$ cat src/rtl/bmu_pkg.sv
package bmu_pkg;
   typedef enum logic [1:0] {
      BMU_OP_SET  = 2'b00,
      BMU_OP_CLR  = 2'b01,
      BMU_OP_INV  = 2'b10,
      BMU_OP_KEEP = 2'b11
   } bmu_op_e;

   typedef enum logic {
      BMU_IDX_IMM = 1'b0,
      BMU_IDX_REG = 1'b1
   } bmu_idx_src_e;

   typedef enum logic {
      BMU_OPND_REG = 1'b0,
      BMU_OPND_MEM = 1'b1
   } bmu_opnd_src_e;
endpackage

$ cat src/rtl/bmu_index_sel.sv
module bmu_index_sel #(
   parameter int DATA_W = 8,
   parameter int REG_W  = 8,
   localparam int IDX_W = $clog2(DATA_W)
) (
   input  logic              idx_src,
   input  logic [IDX_W-1:0]  idx_imm,
   input  logic [REG_W-1:0]  idx_reg,
   output logic [DATA_W-1:0] lane_mask
);
   import bmu_pkg::*;

   logic [IDX_W-1:0] idx_eff;

   generate
      if (REG_W < IDX_W) begin : g_bad_reg_w
         $error("bmu_index_sel: REG_W narrower than the bit index");
      end
      if ((1 << IDX_W) != DATA_W) begin : g_bad_data_w
         $error("bmu_index_sel: DATA_W must be a power of two");
      end
   endgenerate

   // only the low index bits of the register take part
   always_comb begin
      if (bmu_idx_src_e'(idx_src) == BMU_IDX_REG)
         idx_eff = idx_reg[IDX_W-1:0];
      else
         idx_eff = idx_imm;
   end

   for (genvar g = 0; g < DATA_W; g++) begin : g_dec
      assign lane_mask[g] = (idx_eff == IDX_W'(g));
   end
endmodule

$ cat src/rtl/bmu_bit_alu.sv
module bmu_bit_alu #(
   parameter int DATA_W = 8
) (
   input  logic [DATA_W-1:0] operand,
   input  logic [DATA_W-1:0] lane_mask,
   input  logic [1:0]        op_code,
   output logic [DATA_W-1:0] result,
   output logic              prev_bit
);
   import bmu_pkg::*;

   generate
      if (DATA_W < 2) begin : g_bad_w
         $error("bmu_bit_alu: DATA_W must be at least 2");
      end
   endgenerate

   for (genvar g = 0; g < DATA_W; g++) begin : g_lane
      always_comb begin
         if (!lane_mask[g]) begin
            result[g] = operand[g];
         end else begin
            case (bmu_op_e'(op_code))
               BMU_OP_SET:  result[g] = 1'b1;
               BMU_OP_CLR:  result[g] = 1'b0;
               BMU_OP_INV:  result[g] = ~operand[g];
               default:     result[g] = operand[g];
            endcase
         end
      end
   end

   assign prev_bit = |(operand & lane_mask);
endmodule

$ cat src/rtl/bmu_out_stage.sv
module bmu_out_stage #(
   parameter int DATA_W = 8
) (
   input  logic              clk,
   input  logic              rst_n,
   input  logic              load,
   input  logic [DATA_W-1:0] d_byte,
   input  logic              d_bit,
   output logic              q_valid,
   output logic [DATA_W-1:0] q_byte,
   output logic              q_bit
);
   always_ff @(posedge clk) begin
      if (!rst_n) begin
         q_valid <= 1'b0;
         q_byte  <= '0;
         q_bit   <= 1'b0;
      end else begin
         q_valid <= load;
         if (load) begin
            q_byte <= d_byte;
            q_bit  <= d_bit;
         end
      end
   end
endmodule

$ cat src/rtl/bit_modify_unit.sv
module bit_modify_unit #(
   parameter int DATA_W = 8,
   parameter int REG_W  = 8,
   localparam int IDX_W = $clog2(DATA_W)
) (
   input  logic              clk,
   input  logic              rst_n,
   input  logic              in_valid,
   input  logic              opnd_sel,
   input  logic [DATA_W-1:0] opnd_reg,
   input  logic [DATA_W-1:0] opnd_mem,
   input  logic [1:0]        op_code,
   input  logic              idx_src,
   input  logic [IDX_W-1:0]  idx_imm,
   input  logic [REG_W-1:0]  idx_reg,
   output logic              out_valid,
   output logic [DATA_W-1:0] out_byte,
   output logic              out_prev_bit
);
   import bmu_pkg::*;

   logic [DATA_W-1:0] operand;
   logic [DATA_W-1:0] lane_mask;
   logic [DATA_W-1:0] alu_byte;
   logic              alu_bit;

   assign operand = (bmu_opnd_src_e'(opnd_sel) == BMU_OPND_MEM) ? opnd_mem : opnd_reg;

   bmu_index_sel #(.DATA_W(DATA_W), .REG_W(REG_W)) u_idx (
      .idx_src  (idx_src),
      .idx_imm  (idx_imm),
      .idx_reg  (idx_reg),
      .lane_mask(lane_mask)
   );

   bmu_bit_alu #(.DATA_W(DATA_W)) u_alu (
      .operand  (operand),
      .lane_mask(lane_mask),
      .op_code  (op_code),
      .result   (alu_byte),
      .prev_bit (alu_bit)
   );

   bmu_out_stage #(.DATA_W(DATA_W)) u_out (
      .clk    (clk),
      .rst_n  (rst_n),
      .load   (in_valid),
      .d_byte (alu_byte),
      .d_bit  (alu_bit),
      .q_valid(out_valid),
      .q_byte (out_byte),
      .q_bit  (out_prev_bit)
   );
endmodule

$ cat config.mk
export PLATFORM = sky130hd
export DESIGN_NAME = bit_modify_unit
export DESIGN_NICKNAME = d
export VERILOG_FILES = /design/src/rtl/bmu_pkg.sv /design/src/rtl/bmu_index_sel.sv /design/src/rtl/bmu_bit_alu.sv /design/src/rtl/bmu_out_stage.sv /design/src/rtl/bit_modify_unit.sv
export SDC_FILE = /design/constraint.sdc
export NUM_CORES = 1
export LEC_CHECK = 0
export ABC_AREA = 1
export BUFFER_PORTS_ARGS = -buffer_cell sky130_fd_sc_hd__buf_2
export CORE_ASPECT_RATIO = 1.2
export CORE_UTILIZATION = 44
export DETAILED_ROUTE_END_ITERATION = 7
export GPL_ROUTABILITY_DRIVEN = 0
export PLACE_DENSITY = 0.85
export SYNTH_ARGS = -nofsm -noshare
export SYNTH_HDL_FRONTEND = slang
export SYNTH_SLANG_ARGS = --single-unit
$ cat constraint.sdc
create_clock -name clk -period 1 [get_ports clk]
set_input_delay 0.05 -clock clk [delete_from_list [all_inputs] [get_ports clk]]
set_output_delay 0.05 -clock clk [all_outputs]
set_load 0.02 [all_outputs]
# After elaboration in Yosys (flattened, before gate mapping)
# Index checks and enable logic that the tools add are counted.
# op_classes
n_mux,18
eq_ne,9
reduce_logical,3
n_lt_le_gt_ge,0
bitwise_logic,9
n_shift,0
n_div,0
add_sub_neg,0
n_mul,0
# op_table
operator,n
1-bit one-hot mux with 3 select lines,8
"3-bit == test, second input constant",4
8-bit AND,1
1-bit 2-to-1 mux,8
8-bit 2-to-1 mux,1
1-bit NOT,8
8-bit OR reduction,1
"3-bit by 2-bit == test with 1-bit output, second input constant",2
"3-bit by 1-bit == test with 1-bit output, second input constant",1
3-bit zero test,1
3-bit 2-to-1 mux,1
"2-bit by 1-bit == test with 1-bit output, second input constant",1
"2-bit == test, second input constant",1
2-bit zero test,1
# word_totals
rom_bits,0
mem_count,0
ramBits,0
reg_bits,10
in_bits,34
output_inout_bits,10
latchBits,0
word_cells,42

# Depth between registers and ports, before layout
# logic_depth
depth_word,4
depth_mapped,10
ltp_nobuf,10

# Cells and area by module
# A second synthesis with hierarchy kept.
# hier_totals
cells_unflattened,195
hier_area_um2,964.7
# modules_own_cells
mod,area_per_inst_um2,instances,seq_area_each_um2,cells_per_inst
bmu_out_stage,412.9,1,200.2,60
bmu_bit_alu,312.8,1,0.0,75
bmu_index_sel,133.9,1,0.0,34
bit_modify_unit,105.1,1,0.0,26

# Least setup slack after synthesis
# No wires, ideal clock.
# synth_timing
path_kind,input port to flip-flop
from,in opnd_sel
to,reg u_out.q_bit
setup_time_ns,0.109
arrival_time_ns,0.797
path_stages,10
t_required_ns,0.891
n_path_buf,1
slack_ns,0.094
cell_sequence,buf_2 > inv_1 > nand2_1 > nand2_1 > nand4_1 > nand2_1 > nor2_1 > nand3_1 > nand2_1 > inv_1
# synth_via
elab_chain_len,3
# synth_rtl
element,line_no,source
start: declaration,bit_modify_unit.sv:9,"input logic opnd_sel,"
8-bit 2-to-1 mux,bit_modify_unit.sv:27,assign operand = (bmu_opnd_src_e'(opnd_sel) == BMU_OPND_MEM) ? opnd_mem : opnd_reg;
8-bit AND,bmu_bit_alu.sv:33,assign prev_bit = |(operand & lane_mask);
8-bit OR reduction,bmu_bit_alu.sv:33,
end signal: assignment,bmu_out_stage.sv:22,q_bit <= d_bit;
end: declaration,bmu_out_stage.sv:11,output logic q_bit
# No other way between the ends.
# A chain may end at the register's enable or synchronous reset.

# Worst setup path after layout
# layout_timing
from,in idx_src
to,reg u_out.q_bit
# layout_via
elab_chain_len,4
elab_cells_between_ends,11
cone_classes,eq/ne: 7; mux: 1; bitwise: 1; reduce/logical: 2
# layout_rtl
element,line_no,source
start: declaration,bit_modify_unit.sv:13,"input logic idx_src,"
3-bit 2-to-1 mux (*),bmu_index_sel.sv:26,if (bmu_idx_src_e'(idx_src) == BMU_IDX_REG)
3-bit by 1-bit == test with 1-bit output (tied with other cells),bmu_index_sel.sv:33,assign lane_mask[g] = (idx_eff == IDX_W'(g));
8-bit AND (*),bmu_bit_alu.sv:33,
8-bit OR reduction (*),bmu_bit_alu.sv:33,
# Every way passes the cells marked *; elsewhere a longest branch is shown, timed or not.

==> key figures <==
Critical path
  • Crit-path cells: buf_2 -> inv_2 -> nand2_1 -> nand2_1 -> nand4_1 -> nand2_1 -> nor2_1 -> nand3_1 -> nand2_1 -> inv_1
  • Type of destination of the critical path: flop
  • Data required time of the worst path: 1.17 ns
  • Cell with the largest stage delay on the worst path: sky130_fd_sc_hd__nand2_1
  • Kind of start point of the critical path: input pin
  • Top fanout value on the critical path: 6
  • Maximum cell stage delay along the critical path: 0.17 ns
  • Worst setup path category: input pin to flop
  • Endpoint arrival time on the critical path: 1.00 ns
  • Most frequent cell on the critical path: sky130_fd_sc_hd__nand2_1

Power
  • Total power draw: 1.14 mW
  • Leakage power figure: 0.606 nW
  • Worst IR Drop VDD: 0.000438 V
  • Power density over the cells: 1060 nW/um^2

Worst hold path
  • Hold Path Class: input pin to flop

Route
  • Residual DRC: 0
  • Highest routed metal layer: met4
  • Number of violations reported at the end of detailed-routing iteration 0: 44
  • Total detailed-routing wirelength: 2.25 mm
  • Average wire per cell in the routed design: 11.3 um
  • Post-detailed-route count of antenna-violating nets: 0
  • Met3 Routed Length: 157 um
  • Total number of vias: 1063
  • Number of iterations in the first detailed-routing pass: 4
  • Met1 wire length: 942 um
  • Total length of routed met2 wires: 1.11 mm
  • Via-per-instance ratio: 5.34

Clock tree
  • Clock-pin slew on the worst setup and hold paths: 0.06 ns
  • Clock Sink Count: 10
  • Resized cells post-CTS: 0
  • CTS Hold Buffers Added: 0
  • Clock tree from TritonCTS: done
  • Buffer cell driving the clock tree root: sky130_fd_sc_hd__clkbuf_4
  • Worst skew pair latency: 0.26 ns
  • Setup fix buffers added after clock tree synthesis: 0
  • H-tree depth: 1
  • Total CTS buffers: 3
  • Number of buffers between clock root and the deepest sink: 2

Logic synthesis
  • Async S/R FF share, synth: 0%
  • Average size of a mapped cell: 5.96 um^2
  • Number of warnings printed during yosys synthesis: 0
  • Most used standard cell by instance count after synthesis: sky130_fd_sc_hd__nand2_1
  • Ranking of synthesized cells by instance count: 53 x sky130_fd_sc_hd__nand2_1, 19 x sky130_fd_sc_hd__a21oi_1, 10 x sky130_fd_sc_hd__dfxtp_1, 10 x sky130_fd_sc_hd__inv_1, 9 x sky130_fd_sc_hd__o21ai_0
  • Combinational family with the most area after synthesis: simple AND/OR/NAND/NOR gates
  • Sequential area share after synthesis: 23.8%
  • Synth cell types: 21
  • Simple-gate portion of the synthesized area: 46.7%
  • Adder-Cell Fraction of Synth Area: 0%
  • Compound-gate portion of the synthesized area: 21.1%
  • XOR/XNOR Fraction of Synth Area: 0%
  • Portion of netlist area occupied by mux cells: 0%
  • Synthesized net count: 175
  • Portion of synthesized cell area occupied by the leading cell type: 23.8%
  • Post-synthesis cell area: 841 um^2
  • Register bit total from synthesis: 10
  • Primary flip-flop cell chosen by synthesis mapping: sky130_fd_sc_hd__dfxtp_1
  • Largest cells by area after synthesis: sky130_fd_sc_hd__dfxtp_1 24%, sky130_fd_sc_hd__nand2_1 24%, sky130_fd_sc_hd__a21oi_1 11%
  • Largest area contributor in the netlist: sky130_fd_sc_hd__dfxtp_1
  • Synthesized instance count: 141
  • Post-synth EDFFs: 0

Placement
  • Port buffer count: 38
  • Number of placed cells counting well taps: 196
  • Post-place instance area: 1060 um^2
  • HPWL after detailed placement: 1.76 mm
  • Setup slack after placement: -0.0850 ns

Timing
  • Relative slew slack: 81.4%
  • Final hold slack: 0.0792 ns
  • Worst setup margin: 0.172 ns
  • # setup viols final: 0
  • Transition time of the tightest slew-check pin: 0.279 ns
  • Fmax: 1210 MHz
  • Final hold vios: 0
  • Fin crit period: 0.828 ns
  • Setup repair after global routing missed its margin: no
  • Layout Skew: 0 ns
  • Max Slew Vio Count: 0
  • Part of the cycle the worst path needs: 82.8%
  • Summed negative setup slack over all endpoints: 0 ns

Cells and area
  • Post-route design area: 1080 um^2
  • Net count, final: 217
  • Fraction of final layout cells with drive strength greater than 1: 34.8%
  • Area growth from synthesis to layout: 28.9%
  • Fill cell count: 165
  • Footprint of the flip-flops and latches: 200 um^2
  • Post-route non-filler standard cell count: 199
  • Final Util: 63.7%
  • Ant diodes: 0
  • Multi-input gate area in the final layout: 571 um^2

Floorplan
  • Die boundary width: 41.9 um
  • I/O pin cnt: 44
  • Total core area: 1700 um^2
  • Initial standard-cell utilization of the core: 49.4%
  • Die Outline Area: 2090 um^2
  • Site Rows: 16
  • Vert. Die Dim: 49.9 um

Global routing
  • Number of global-route vias before repair: 954
  • Largest net degree at the start of global routing: 12
  • Global router's overall resource usage: 24.0%
  • First-pass GRT wire length: 3.96 mm
  • Antenna violations before repair: 0
  • Total congestion overflow after global routing: 0

Job
  • MaxCap Viol Count: 0

Outcome
  • Outcome: completed
per-layer routing:
| layer | global-route usage (%) | vias up |
|---|---|---|
| li1 | - | 544 |
| met1 | 27.5 | 458 |
| met2 | 43.8 | 56 |
| met3 | 2.56 | 5 |
| met4 | 10.8 | 0 |
| met5 | 0 | - |
cells by family (layout without fill, tap and decap cells):
kind of cell           after synthesis  after routing
AND/OR/NAND/NOR                     81             81
AO/OA/AOI/OAI                       33             33
buffers and inverters               17             57
flip-flops                          10             10
where the power goes:
group	switching, mW	internal, mW	total [mW]	leakage, nW
clock network	0.134	0.139	0.273	0.0138
logic	0.273	0.157	0.430	0.509
registers	0.0120	0.429	0.441	0.0831
total	0.419	0.726	1.14	0.606
layout by cell type, fill, tap and decap left out:
cell	instances
sky130_fd_sc_hd__inv_1	10
sky130_fd_sc_hd__nor2_4	1
sky130_fd_sc_hd__dfxtp_1	10
sky130_fd_sc_hd__a21oi_2	2
sky130_fd_sc_hd__o21ai_0	9
sky130_fd_sc_hd__nand4_1	5
sky130_fd_sc_hd__a21oi_1	19
sky130_fd_sc_hd__nand3_1	5
sky130_fd_sc_hd__nand2_2	4
sky130_fd_sc_hd__nor2_2	2
sky130_fd_sc_hd__clkbuf_4	3
sky130_fd_sc_hd__buf_4	4
sky130_fd_sc_hd__inv_2	1
sky130_fd_sc_hd__o21a_1	1
sky130_fd_sc_hd__nand2_1	53
sky130_fd_sc_hd__nor2_1	4
sky130_fd_sc_hd__inv_4	1
sky130_fd_sc_hd__nor3_2	4
sky130_fd_sc_hd__buf_2	38
sky130_fd_sc_hd__nand2_4	3
sky130_fd_sc_hd__a31oi_1	2
sequential cells by signal (all words and copies together) (netlist names):
register,count
u_out.q_bit,1
u_out.q_byte,8
u_out.q_valid,1
critical path: cells and delay by family:
kind	cells	cell delay [ns]
buf+inv	3	0.25
simple gates	7	0.68
final timing paths:
| check | depth (start not counted) | slack, ns | from | end |
|---|---|---|---|---|
| setup / recovery | 10 | 0.17 | idx_src | u_out.q_bit$_SDFFE_PN0P_ |
| hold / removal | 3 | 0.08 | rst_n | u_out.q_valid$_SDFF_PN0_ |
| hold reg to reg | 2 | 0.53 | u_out.q_byte[0]$_SDFFE_PN0P_ | u_out.q_byte[0]$_SDFFE_PN0P_ |
| setup reg to reg | 3 | 0.31 | u_out.q_bit$_SDFFE_PN0P_ | u_out.q_bit$_SDFFE_PN0P_ |
final cells by class:
cell class              instances  share of cell area, %
repair buffers                 42                   20.3
multi-input cells             114                   52.7
clock buffers                   3                   2.08
flip-flops and latches         10                   18.5
inverters                      12                   4.39
well taps                      18                   2.08
(Power assumes the default switching activity.)
